## config.mk

```make
export PLATFORM = sky130hd
export DESIGN_NAME = spi_mem_front
export DESIGN_NICKNAME = d
export VERILOG_FILES = /design/src/rtl/spi_fe_pkg.sv /design/src/rtl/spi_fe_sync.sv /design/src/rtl/spi_fe_opdec.sv /design/src/rtl/spi_mem_front.sv
export SDC_FILE = /design/constraint.sdc
export NUM_CORES = 1
export LEC_CHECK = 0
export ABC_AREA = 1
export BUFFER_PORTS_ARGS = -buffer_cell sky130_fd_sc_hd__clkbuf_2
export CORE_UTILIZATION = 49
export CTS_CLUSTER_DIAMETER = 150
export CTS_CLUSTER_SIZE = 12
export DETAILED_ROUTE_END_ITERATION = 10
export GPL_TIMING_DRIVEN = 0
export PLACE_DENSITY = 0.77
export SYNTH_ARGS = -nofsm -noshare
export SYNTH_HDL_FRONTEND = slang
export SYNTH_HIERARCHICAL = 1
export SYNTH_SLANG_ARGS = --single-unit
```

## constraint.sdc

```tcl
create_clock -name clk -period 1.6 [get_ports clk]
set_input_delay 0.24 -clock clk [delete_from_list [all_inputs] [get_ports clk]]
set_output_delay 0.24 -clock clk [all_outputs]
set_load 0.005 [all_outputs]
```

## src/rtl/spi_fe_pkg.sv

```systemverilog
package spi_fe_pkg;

    typedef enum logic [2:0] {
        PH_IDLE,
        PH_OP,
        PH_ADDR,
        PH_RD,
        PH_WR,
        PH_SRIN,
        PH_SROUT,
        PH_MUTE
    } phase_e;

    typedef enum logic [2:0] {
        CMD_NONE,
        CMD_WEN_SET,
        CMD_WEN_CLR,
        CMD_SR_RD,
        CMD_SR_WR,
        CMD_RD,
        CMD_WR
    } cmd_e;

endpackage

```

## src/rtl/spi_fe_sync.sv

```systemverilog
module spi_fe_sync #(
    parameter int          W       = 4,
    parameter int          STAGES  = 2,
    parameter logic [W-1:0] RST_VAL = '0
) (
    input  logic         clk,
    input  logic         rst_n,
    input  logic [W-1:0] d,
    output logic [W-1:0] q
);
    logic [W-1:0] stg [STAGES];

    for (genvar i = 0; i < STAGES; i++) begin : g_stage
        always_ff @(posedge clk or negedge rst_n) begin
            if (!rst_n) begin
                stg[i] <= RST_VAL;
            end else begin
                stg[i] <= (i == 0) ? d : stg[(i == 0) ? 0 : i - 1];
            end
        end
    end

    assign q = stg[STAGES-1];
endmodule

```

## src/rtl/spi_fe_opdec.sv

```systemverilog
module spi_fe_opdec
    import spi_fe_pkg::*;
(
    input  logic [7:0] op,
    input  logic       wip,
    output cmd_e       cmd
);
    cmd_e raw;

    always_comb begin
        raw = CMD_NONE;
        if (op[7:4] == 4'b0000) begin
            unique case (op[2:0])
                3'b110:  raw = CMD_WEN_SET;
                3'b100:  raw = CMD_WEN_CLR;
                3'b101:  raw = CMD_SR_RD;
                3'b001:  raw = CMD_SR_WR;
                3'b011:  raw = CMD_RD;
                3'b010:  raw = CMD_WR;
                default: raw = CMD_NONE;
            endcase
        end
        // Busy array: only the status query gets through.
        cmd = (wip && raw != CMD_SR_RD) ? CMD_NONE : raw;
    end
endmodule

```

## src/rtl/spi_mem_front.sv

```systemverilog
module spi_mem_front
    import spi_fe_pkg::*;
#(
    parameter int AW          = 10,
    parameter int XFER_AW     = 16,
    parameter int PAGE_BYTES  = 32,
    parameter int SYNC_STAGES = 2
) (
    input  logic          clk,
    input  logic          rst_n,
    input  logic          sck_i,
    input  logic          csn_i,
    input  logic          si_i,
    input  logic          hold_n_i,
    input  logic          wip_i,
    input  logic [7:0]    rd_data_i,
    input  logic [7:0]    status_i,
    output logic          so_o,
    output logic          so_oe_o,
    output logic          rd_req_o,
    output logic [AW-1:0] rd_addr_o,
    output logic          wen_set_o,
    output logic          wen_clr_o,
    output logic          sr_wr_o,
    output logic          pg_push_o,
    output logic [AW-1:0] pg_addr_o,
    output logic [7:0]    wdata_o,
    output logic          pg_commit_o
);
    localparam int PW = $clog2(PAGE_BYTES);
    localparam int CW = $clog2(XFER_AW) + 1;
    localparam logic [CW-1:0] CNT_ADDR_END = CW'(XFER_AW - 1);
    localparam logic [CW-1:0] CNT_BYTE_END = CW'(7);

    typedef struct packed {
        phase_e        phase;
        logic [CW-1:0] cnt;
        logic [7:0]    sh;
        logic [AW-1:0] addr;
        logic [7:0]    tx;
        logic          out_vld;
        logic          hold;
        logic          wrote;
        logic          is_rd;
        logic          sck_prev;
        logic          wen_set;
        logic          wen_clr;
        logic          sr_wr;
        logic          pg_push;
        logic          pg_commit;
        logic [AW-1:0] pg_addr;
        logic [7:0]    wdata;
    } fe_state_t;

    localparam fe_state_t FE_RESET = '{phase: PH_IDLE, default: '0};

    fe_state_t q, d;
    logic      sck_s, csn_s, si_s, hold_n_s;
    logic      sck_rise, sck_fall, out_phase;
    logic [7:0] sh_next;
    cmd_e      cmd;

    spi_fe_sync #(.W(4), .STAGES(SYNC_STAGES), .RST_VAL(4'b0101)) u_sync (
        .clk   (clk),
        .rst_n (rst_n),
        .d     ({sck_i, csn_i, si_i, hold_n_i}),
        .q     ({sck_s, csn_s, si_s, hold_n_s})
    );

    assign sh_next = {q.sh[6:0], si_s};

    spi_fe_opdec u_dec (
        .op  (sh_next),
        .wip (wip_i),
        .cmd (cmd)
    );

    assign sck_rise  = sck_s & ~q.sck_prev & ~q.hold;
    assign sck_fall  = ~sck_s & q.sck_prev & ~q.hold;
    assign out_phase = (q.phase == PH_RD) || (q.phase == PH_SROUT);

    always_comb begin
        d           = q;
        d.sck_prev  = sck_s;
        d.wen_set   = 1'b0;
        d.wen_clr   = 1'b0;
        d.sr_wr     = 1'b0;
        d.pg_push   = 1'b0;
        d.pg_commit = 1'b0;

        if (csn_s) begin
            d.pg_commit = (q.phase == PH_WR) && q.wrote && (q.cnt == '0);
            d.phase     = PH_IDLE;
            d.hold      = 1'b0;
            d.out_vld   = 1'b0;
            d.wrote     = 1'b0;
        end else if (q.phase == PH_IDLE) begin
            d.phase = PH_OP;
            d.cnt   = '0;
        end else begin
            if (!sck_s) begin
                d.hold = ~hold_n_s;
            end
            if (sck_rise) begin
                unique case (q.phase)
                    PH_OP: begin
                        d.sh  = sh_next;
                        d.cnt = q.cnt + 1'b1;
                        if (q.cnt == CNT_BYTE_END) begin
                            d.cnt = '0;
                            unique case (cmd)
                                CMD_WEN_SET: begin d.wen_set = 1'b1; d.phase = PH_MUTE; end
                                CMD_WEN_CLR: begin d.wen_clr = 1'b1; d.phase = PH_MUTE; end
                                CMD_SR_RD:   d.phase = PH_SROUT;
                                CMD_SR_WR:   d.phase = PH_SRIN;
                                CMD_RD:      begin d.phase = PH_ADDR; d.is_rd = 1'b1; end
                                CMD_WR:      begin d.phase = PH_ADDR; d.is_rd = 1'b0; end
                                default:     d.phase = PH_MUTE;
                            endcase
                        end
                    end
                    PH_ADDR: begin
                        d.addr = {q.addr[AW-2:0], si_s};
                        d.cnt  = q.cnt + 1'b1;
                        if (q.cnt == CNT_ADDR_END) begin
                            d.cnt   = '0;
                            d.phase = q.is_rd ? PH_RD : PH_WR;
                        end
                    end
                    PH_WR, PH_SRIN: begin
                        d.sh  = sh_next;
                        d.cnt = q.cnt + 1'b1;
                        if (q.cnt == CNT_BYTE_END) begin
                            d.cnt   = '0;
                            d.wdata = sh_next;
                            if (q.phase == PH_SRIN) begin
                                d.sr_wr = 1'b1;
                                d.phase = PH_MUTE;
                            end else begin
                                d.pg_push = 1'b1;
                                d.pg_addr = q.addr;
                                d.wrote   = 1'b1;
                                d.addr    = {q.addr[AW-1:PW], q.addr[PW-1:0] + 1'b1};
                            end
                        end
                    end
                    PH_RD, PH_SROUT: begin
                        d.cnt = (q.cnt == CNT_BYTE_END) ? '0 : q.cnt + 1'b1;
                        if (q.phase == PH_RD && q.cnt == CNT_BYTE_END) begin
                            d.addr = q.addr + 1'b1;
                        end
                    end
                    default: ;
                endcase
            end
            if (sck_fall && out_phase) begin
                if (q.cnt == '0) begin
                    d.tx      = (q.phase == PH_RD) ? rd_data_i : status_i;
                    d.out_vld = 1'b1;
                end else begin
                    d.tx = {q.tx[6:0], 1'b0};
                end
            end
        end
    end

    always_ff @(posedge clk or negedge rst_n) begin
        if (!rst_n) begin
            q <= FE_RESET;
        end else begin
            q <= d;
        end
    end

    assign rd_req_o    = sck_fall && !csn_s && (q.phase == PH_RD) && (q.cnt == '0);
    assign rd_addr_o   = q.addr;
    assign so_o        = q.tx[7];
    assign so_oe_o     = q.out_vld && !q.hold && out_phase;
    assign wen_set_o   = q.wen_set;
    assign wen_clr_o   = q.wen_clr;
    assign sr_wr_o     = q.sr_wr;
    assign pg_push_o   = q.pg_push;
    assign pg_addr_o   = q.pg_addr;
    assign wdata_o     = q.wdata;
    assign pg_commit_o = q.pg_commit;
endmodule

```

==> metrics.txt, run 1 <==
# TYPE chip_impl_metric gauge
chip_impl_metric{name="final_setup_fails",unit=""} 45
chip_impl_info{name="run_status",value="finished, violations left"} 1
chip_impl_metric{name="final_cell_area",unit="µm²"} 5588
chip_impl_info{name="timing.critical_path.max_delay_family",value="simple AND/OR/NAND/NOR gates"} 1
chip_impl_metric{name="dpl-instance-area",unit="µm²"} 4225
chip_impl_metric{name="slew_headroom",unit=""} 0.6707
chip_impl_metric{name="drc",unit=""} 0
chip_impl_metric{name="leakage",unit="nW"} 2.727
chip_impl_metric{name="synthesized_netlist_net_count",unit=""} 503
chip_impl_metric{name="syn2layout_area_growth",unit="%"} 47.49
chip_impl_metric{name="finalMaxSlewViolations",unit=""} 0
chip_impl_metric{name="antenna_violating_nets_post_route",unit=""} 0
chip_impl_info{name="hp-class",value="primary input to flop"} 1
chip_impl_metric{name="worstSetupPathDepth",unit=""} 15
chip_impl_info{name="clk_root_buffer_cell",value="clkbuf_8"} 1
chip_impl_metric{name="nets",unit=""} 645
chip_impl_metric{name="maxCapViolCount",unit=""} 0
chip_impl_metric{name="worstPathRequired",unit="ns"} 1.89
chip_impl_metric{name="yosys.cell_types.count",unit=""} 37
chip_impl_metric{name="netlist_area",unit="µm²"} 3789
chip_impl_metric{name="cts_sinks",unit=""} 69
chip_impl_metric{name="power_per_cell_area",unit="nW/µm²"} 891.2
chip_impl_metric{name="number_of_top_level_pins",unit=""} 59
chip_impl_metric{name="overall_die_width",unit="µm"} 89.93
chip_impl_metric{name="holdPathStages",unit=""} 3
chip_impl_metric{name="dr_total_vias",unit=""} 3978
chip_impl_metric{name="first_iter_violations",unit=""} 338
chip_impl_metric{name="finalHoldWorstSlack",unit="ns"} 0.2064
chip_impl_metric{name="fin_worst_skew",unit="ns"} 0.01014
chip_impl_metric{name="dpl.hpwl",unit="µm"} 5731
chip_impl_metric{name="tightestPinTransition",unit="ns"} 0.4940
chip_impl_metric{name="port_buffers",unit=""} 58
chip_impl_info{name="cp_common_cell",value="nand2_1"} 1
chip_impl_metric{name="track_usage",unit=""} 0.2348
chip_impl_metric{name="grt_antenna_before_repair",unit=""} 0
chip_impl_metric{name="critical_path_peak_fanout",unit=""} 4
chip_impl_metric{name="critPathMaxStageDelay",unit="ns"} 0.42
chip_impl_metric{name="detail_route.vias_per_cell",unit=""} 5.510
chip_impl_info{name="critPathCaptureType",value="flop"} 1
chip_impl_info{name="rsz0062_at_grt",value="yes"} 1
chip_impl_metric{name="reg2regPathDepth",unit=""} 15
chip_impl_metric{name="floorplan.rows",unit=""} 31
chip_impl_metric{name="layout_cell_share_with_drive_strength_beyond_1",unit=""} 0.4864
chip_impl_info{name="cpMaxStageDelayCell",value="dfrtp_1"} 1
chip_impl_info{name="critPathKind",value="flop to flop"} 1
chip_impl_metric{name="finalCriticalPeriod",unit="ns"} 1.989
chip_impl_metric{name="firstDrtPassIters",unit=""} 7
chip_impl_info{name="timing.critical_path.cells",value="buf_4 > nand3_1 > nand2_1 > nand2_2 > a21oi_4 > inv_1 > nand2_2 > nand2_2 > nand2_2 > nand3_1 > nand2_1 > nand3_1 > nand2_1 > nand2_1 > nand2_1"} 1
chip_impl_metric{name="clk_path_buf_depth",unit=""} 2
chip_impl_metric{name="design.die.area",unit="µm²"} 8087
chip_impl_metric{name="grt_overflow_total",unit=""} 0
chip_impl_metric{name="fmax",unit="MHz"} 502.9
chip_impl_metric{name="diodes",unit=""} 0
chip_impl_metric{name="routedWlPerCell",unit="µm"} 16.95
chip_impl_metric{name="drt-total-wl",unit="µm"} 12240
chip_impl_metric{name="ys_seq_area_frac",unit=""} 0.4571
chip_impl_metric{name="cp_data_arrival_time",unit="ns"} 2.27
chip_impl_metric{name="gpl.final_weighted_congestion",unit=""} 0.8788
chip_impl_info{name="tritoncts_clock_tree",value="yes"} 1
chip_impl_metric{name="post-route-util",unit=""} 0.7582
chip_impl_metric{name="final-hold-violation-count",unit=""} 0
chip_impl_metric{name="critical_path_buf_inv_count",unit=""} 2
chip_impl_metric{name="core_area",unit="µm²"} 7370
chip_impl_metric{name="clk_latency_worst_skew_pair",unit="ns"} 0.35
chip_impl_metric{name="grt_max_degree",unit=""} 37
chip_impl_metric{name="die_h",unit="µm"} 89.93
chip_impl_metric{name="grt_pass1_wl",unit="µm"} 15330
chip_impl_metric{name="clk_transition_reported_paths",unit="ns"} 0.08
chip_impl_metric{name="post_synthesis_cell_count",unit=""} 476
chip_impl_metric{name="post_synth.cell_area_avg",unit="µm²"} 7.959
chip_impl_metric{name="peakVddDrop",unit="µV"} 473.0
chip_impl_metric{name="period_utilization_post_route",unit=""} 1.243
chip_impl_info{name="failing_checks",value="negative setup slack"} 1
chip_impl_metric{name="via_count_of_the_first_global_routing_pass",unit=""} 3339
chip_impl_metric{name="initial_utilization",unit=""} 0.5141
chip_impl_info{name="worstSetupStartpointType",value="flop"} 1
chip_impl_metric{name="worst_slack",unit="ns"} -0.3886
chip_impl_metric{name="yosys_register_bits",unit=""} 69
chip_impl_metric{name="cts_inserted_buffers",unit=""} 9
chip_impl_metric{name="fillers",unit=""} 423
chip_impl_metric{name="yosysWarningCount",unit=""} 6
chip_impl_metric{name="htree_num_levels",unit=""} 3
layout make-up:
class	count	area [µm²]	area share
multi-input cells	313	1992	0.3565
clock buffers	10	137.6	0.02463
clock inverters	6	62.56	0.01120
inverters	56	261.5	0.04680
flip-flops and latches	69	1735	0.3106
repair buffers	131	955.9	0.1711
well taps	99	123.9	0.02217
plain buffers	38	319.1	0.05710
worst paths after layout:
kind / from / end / slack, ns
min in group asynchronous: rst_n / pg_addr_o[2] / 0.40
max in group asynchronous: rst_n / q[47] / 0.62
min: status_i[0] / q[28] / 0.21
min reg2reg: u_sync/stg[5] / u_sync/q[1] / 0.35
max reg2reg: q[46] / q[59] / -0.39
max: q[46] / q[59] / -0.39
Yosys cell counts, drive strengths merged:
| library cell | n | share of area |
|---|---|---|
| clkinv | 1 | 0.0013 |
| nor4 | 1 | 0.0017 |
| a311oi | 1 | 0.0023 |
| dfstp | 4 | 0.028 |
| nand2 | 118 | 0.12 |
| a21boi | 2 | 0.0040 |
| o21ai | 58 | 0.078 |
| ha | 4 | 0.013 |
| inv | 55 | 0.056 |
| dfrtp | 65 | 0.43 |
| buf | 38 | 0.074 |
| xor2 | 3 | 0.0069 |
| nand3b | 1 | 0.0020 |
| clkbuf | 1 | 0.00099 |
| a22oi | 3 | 0.0059 |
| nor2 | 49 | 0.058 |
| o31ai | 2 | 0.0040 |
| nand3 | 31 | 0.052 |
| o211ai | 1 | 0.0020 |
| nor3 | 6 | 0.011 |
| a21oi | 23 | 0.032 |
| nand4 | 9 | 0.015 |
metrics by stage:
stage / std cells / power, mW / setup WS, ns / setup TNS [ns]
after floorplan: 476 / 2.444 / 0.02154 / 0
after global placement: 633 / 2.628 / -0.2257 / -19.39
after CTS: 685 / 4.401 / -0.1826 / -3.306
after detailed placement: 634 / 2.658 / -0.2317 / -8.441
after global routing: 722 / 5.190 / -0.4994 / -7.895
final: 722 / 4.980 / -0.3886 / -4.297
sequential cells by signal, indices dropped and copies added (netlist names):
signal / flops
pg_addr_o: 10
pg_commit_o: 1
pg_push_o: 1
q: 27
rd_addr_o: 10
so_o: 1
sr_wr_o: 1
u_sync/q: 4
u_sync/stg: 4
wdata_o: 8
wen_clr_o: 1
wen_set_o: 1
report_power, final:
part,switching (mW),total (mW),leakage [nW],internal (mW)
registers,0.0823,1.91,0.889,1.82
logic,0.915,1.61,1.74,0.691
clock network,0.711,1.47,0.0943,0.756
placed cells by master, fill, tap and decap left out, types with 10 or more instances in the layout:
| cell type | n |
|---|---|
| a21oi_2 | 10 |
| buf_4 | 77 |
| buf_6 | 23 |
| clkbuf_2 | 56 |
| clkbuf_8 | 10 |
| dfrtp_1 | 62 |
| inv_1 | 35 |
| inv_2 | 10 |
| nand2_1 | 85 |
| nand2_2 | 23 |
| nand3_1 | 24 |
| nor2_1 | 31 |
| nor2_2 | 11 |
| o21ai_0 | 20 |
| o21ai_1 | 28 |
worst min-delay path, cell delays in order:
cell      delay (ns)
clkbuf_2        0.09
nor2_1          0.12
o31ai_2         0.08
layer usage:
metal | vias to the layer above | track usage | part of all wire
met3 | 62 | 0.04484 | 0.071
met4 | 0 | 0.08871 | 0.041
met5 | - | 0 | 0
met2 | 242 | 0.3917 | 0.49
li1 | 1793 | - | -
met1 | 1881 | 0.3039 | 0.40
what timing repair did:
item	4_1_cts	5_1_grt
pin swaps	7	37
endpoints found under the hold margin	33	0
endpoints found under the setup margin	54	58
hold buffers	5	0
cloned	0	4
resized for setup	45	130
setup buffers	30	34
cells by family after synthesis:
logic type / share of synthesized area
flops: 0.4571
compound gates: 0.1281
buf+inv: 0.1318
simple gates: 0.2629
xor+xnor: 0.006937
fa+ha+maj: 0.01321
(Power assumes the default switching activity.)
==> run 2, diff against run 1 <==
Settings changed: BUFFER_PORTS_ARGS -buffer_cell sky130_fd_sc_hd__clkbuf_2 to -buffer_cell sky130_fd_sc_hd__buf_4, SETUP_SLACK_MARGIN from default to 0.15.
==> run 2 against run 1 <==
  * The flow still finishes with violations (negative setup slack)
  * Wire length up 18%
  * Fmax shrank 1.4%
  * Highest routed layer unchanged
  * First-iteration DRC count is 26% higher
  * Critical endpoint is now q[60]
  * Critical path type unchanged
  * Register-to-register slack worse by 0.03 ns
==> metrics.txt, run 2 (synthesized netlist as in run 1, its figures left out) <==
# TYPE chip_impl_metric gauge
chip_impl_metric{name="seq_area",unit="µm²"} 1734
chip_impl_metric{name="antenna_violating_nets_post_route",unit=""} 0
chip_impl_metric{name="cp_data_arrival_time",unit="ns"} 2.30
chip_impl_metric{name="grt_pass1_wl",unit="µm"} 18160
chip_impl_metric{name="finalCriticalPeriod",unit="ns"} 2.018
chip_impl_metric{name="peakVddDrop",unit="µV"} 514.2
chip_impl_metric{name="finalMaxSlewViolations",unit=""} 0
chip_impl_metric{name="gpl.final_weighted_congestion",unit=""} 0.9377
chip_impl_metric{name="met2_length",unit="µm"} 6655
chip_impl_metric{name="syn2layout_area_growth",unit="%"} 56.27
chip_impl_metric{name="design.die.area",unit="µm²"} 8087
chip_impl_info{name="rsz0062_at_grt",value="yes"} 1
chip_impl_metric{name="overall_die_width",unit="µm"} 89.93
chip_impl_info{name="tritoncts_clock_tree",value="yes"} 1
chip_impl_metric{name="worst_slack",unit="ns"} -0.4178
chip_impl_metric{name="diodes",unit=""} 0
chip_impl_metric{name="critical_path_peak_fanout",unit=""} 5
chip_impl_info{name="run_status",value="finished, violations left"} 1
chip_impl_metric{name="worstPathRequired",unit="ns"} 1.88
chip_impl_metric{name="port_buffers",unit=""} 58
chip_impl_metric{name="floorplan.rows",unit=""} 31
chip_impl_metric{name="clk_path_buf_depth",unit=""} 2
chip_impl_metric{name="drt-met1-wl",unit="µm"} 5287
chip_impl_info{name="timing.rr.start",value="u_sync/q[1]"} 1
chip_impl_metric{name="dpl.hpwl",unit="µm"} 5632
chip_impl_metric{name="htree_num_levels",unit=""} 3
chip_impl_metric{name="die_h",unit="µm"} 89.93
chip_impl_metric{name="period_utilization_post_route",unit=""} 1.261
chip_impl_metric{name="post-route-util",unit=""} 0.8034
chip_impl_metric{name="leakage",unit="nW"} 2.843
chip_impl_info{name="layout_common_cells",value="buf_4, nand2_1, dfrtp_1"} 1
chip_impl_metric{name="area_of_the_multi_input_gates",unit="µm²"} 2085
chip_impl_metric{name="routedWlPerCell",unit="µm"} 19.80
chip_impl_metric{name="detail_route.vias_per_cell",unit=""} 5.977
chip_impl_metric{name="power_per_cell_area",unit="nW/µm²"} 848.7
chip_impl_metric{name="maxCapViolCount",unit=""} 0
chip_impl_info{name="setup.worst_path.start",value="u_sync/q[1]"} 1
chip_impl_metric{name="first_iter_violations",unit=""} 425
chip_impl_metric{name="clk_transition_reported_paths",unit="ns"} 0.08
chip_impl_metric{name="firstDrtPassIters",unit=""} 7
chip_impl_info{name="r2r-end",value="q[60]"} 1
chip_impl_metric{name="final-hold-violation-count",unit=""} 0
chip_impl_metric{name="routed-wl-met3",unit="µm"} 1363
chip_impl_metric{name="fin_worst_skew",unit="ns"} 0.01252
chip_impl_metric{name="cts_sinks",unit=""} 69
chip_impl_metric{name="initial_utilization",unit=""} 0.5141
chip_impl_metric{name="finalHoldWorstSlack",unit="ns"} 0.007554
chip_impl_metric{name="grt_max_degree",unit=""} 70
chip_impl_metric{name="reg2regPathDepth",unit=""} 13
chip_impl_info{name="final_common_cell",value="buf_4"} 1
chip_impl_metric{name="final_setup_fails",unit=""} 56
chip_impl_metric{name="grt_antenna_before_repair",unit=""} 0
chip_impl_info{name="clk_root_buffer_cell",value="clkbuf_8"} 1
chip_impl_info{name="registers.top_by_ff_count",value="q"} 1
chip_impl_metric{name="cts_inserted_buffers",unit=""} 9
chip_impl_metric{name="number_of_top_level_pins",unit=""} 59
chip_impl_metric{name="layout_cell_share_with_drive_strength_beyond_1",unit=""} 0.5118
chip_impl_metric{name="tns",unit="ns"} -7.965
chip_impl_metric{name="drc",unit=""} 0
chip_impl_metric{name="track_usage",unit=""} 0.2821
chip_impl_info{name="highest_layer",value="met4"} 1
chip_impl_metric{name="drt-total-wl",unit="µm"} 14490
chip_impl_metric{name="nets",unit=""} 655
chip_impl_info{name="hp-class",value="primary input to asynchronous set/reset pin"} 1
chip_impl_metric{name="fillers",unit=""} 366
chip_impl_metric{name="setup.reg_to_reg.worst_slack",unit="ns"} -0.42
chip_impl_info{name="critPathCaptureType",value="flop"} 1
chip_impl_metric{name="slew_headroom",unit=""} 0.4226
chip_impl_info{name="worstSetupStartpointType",value="flop"} 1
chip_impl_metric{name="grt_overflow_total",unit=""} 0
chip_impl_info{name="failing_checks",value="negative setup slack"} 1
chip_impl_info{name="critPathKind",value="flop to flop"} 1
chip_impl_metric{name="tightestPinTransition",unit="ns"} 0.8661
chip_impl_metric{name="clk_latency_worst_skew_pair",unit="ns"} 0.36
chip_impl_metric{name="dr_total_vias",unit=""} 4375
chip_impl_metric{name="fmax",unit="MHz"} 495.6
chip_impl_metric{name="via_count_of_the_first_global_routing_pass",unit=""} 3908
chip_impl_metric{name="core_area",unit="µm²"} 7370
chip_impl_metric{name="flip_flop_count_of_the_largest_register_all_copies_and_words_added",unit=""} 27
[run 2: cell count changes in the layout (fill, tap and decap cells not counted), sizes merged]
cell and change:
inv -2, bufinv -1, clkbuf -56, buf +67, nand3 +1, clkinvlp -2
clkinv +4, dlygate4sd3 -1
[run 2: stage by stage]
| step | area [µm²] | cells | total power [mW] | setup slack [ns] |
|---|---|---|---|---|
| after floorplan | 3821 | 476 | 2.468 | 0.07335 |
| after global placement | 4380 | 633 | 2.666 | -0.1477 |
| after detailed placement | 4380 | 633 | 2.698 | -0.1764 |
| after CTS | 5325 | 702 | 4.393 | -0.1549 |
| after global routing | 5921 | 732 | 5.167 | -0.4533 |
| final | 5921 | 732 | 5.025 | -0.4178 |
[run 2: what timing repair did]
action	in CTS	in global routing
gates cloned	4	2
buffers inserted	45	29
gates resized for setup	99	110
hold buffers	4	0
pin swaps	23	31
endpoints found under the setup margin	56	61
hold endpoints to repair	4	0
[run 2: worst max-delay path, stage by stage, from the launching register on]
cell,delay [ns]
dfrtp_1,0.39
buf_6,0.14
inv_1,0.07
nand3_1,0.10
nand2_1,0.14
nand2_2,0.10
a21oi_4,0.19
buf_6,0.12
nor3_1,0.05
o21ai_1,0.18
nand2_1,0.12
nor2_1,0.15
nand2_1,0.11
nand2_1,0.11
[run 2: where the power goes]
| group | internal (mW) | switching [mW] | leakage (nW) |
|---|---|---|---|
| sequential | 1.82 | 0.0982 | 0.891 |
| combinational | 0.823 | 1.02 | 1.87 |
| clock | 0.553 | 0.705 | 0.0829 |
| total | 3.20 | 1.82 | 2.84 |
[run 2: final cells by class]
| type | instances | area share |
|---|---|---|
| timing repair buffer | 139 | 0.2054 |
| clock inverter | 5 | 0.004649 |
| tap | 99 | 0.02092 |
| sequential | 69 | 0.2929 |
| buffer | 39 | 0.05642 |
| clock buffer | 11 | 0.02219 |
| multi-input combinational | 314 | 0.3521 |
| inverter | 56 | 0.04544 |
[run 2: worst max path at each step]
stage          endpoint  slack, ns  depth (start not counted)
3_5_place_dp    so_oe_o      -0.18                          8
5_1_grt           q[60]      -0.45                         10
6_report          q[60]      -0.42                         13
3_3_place_gp    so_oe_o      -0.15                          8
2_1_floorplan     q[59]       0.07                         16
4_1_cts         so_oe_o      -0.15                          8
[run 2: layer usage]
metal	vias to the layer above	track usage
met5	-	0
met1	2055	0.3350
li1	1821	-
met3	132	0.04484
met2	367	0.4705
met4	0	0.1949
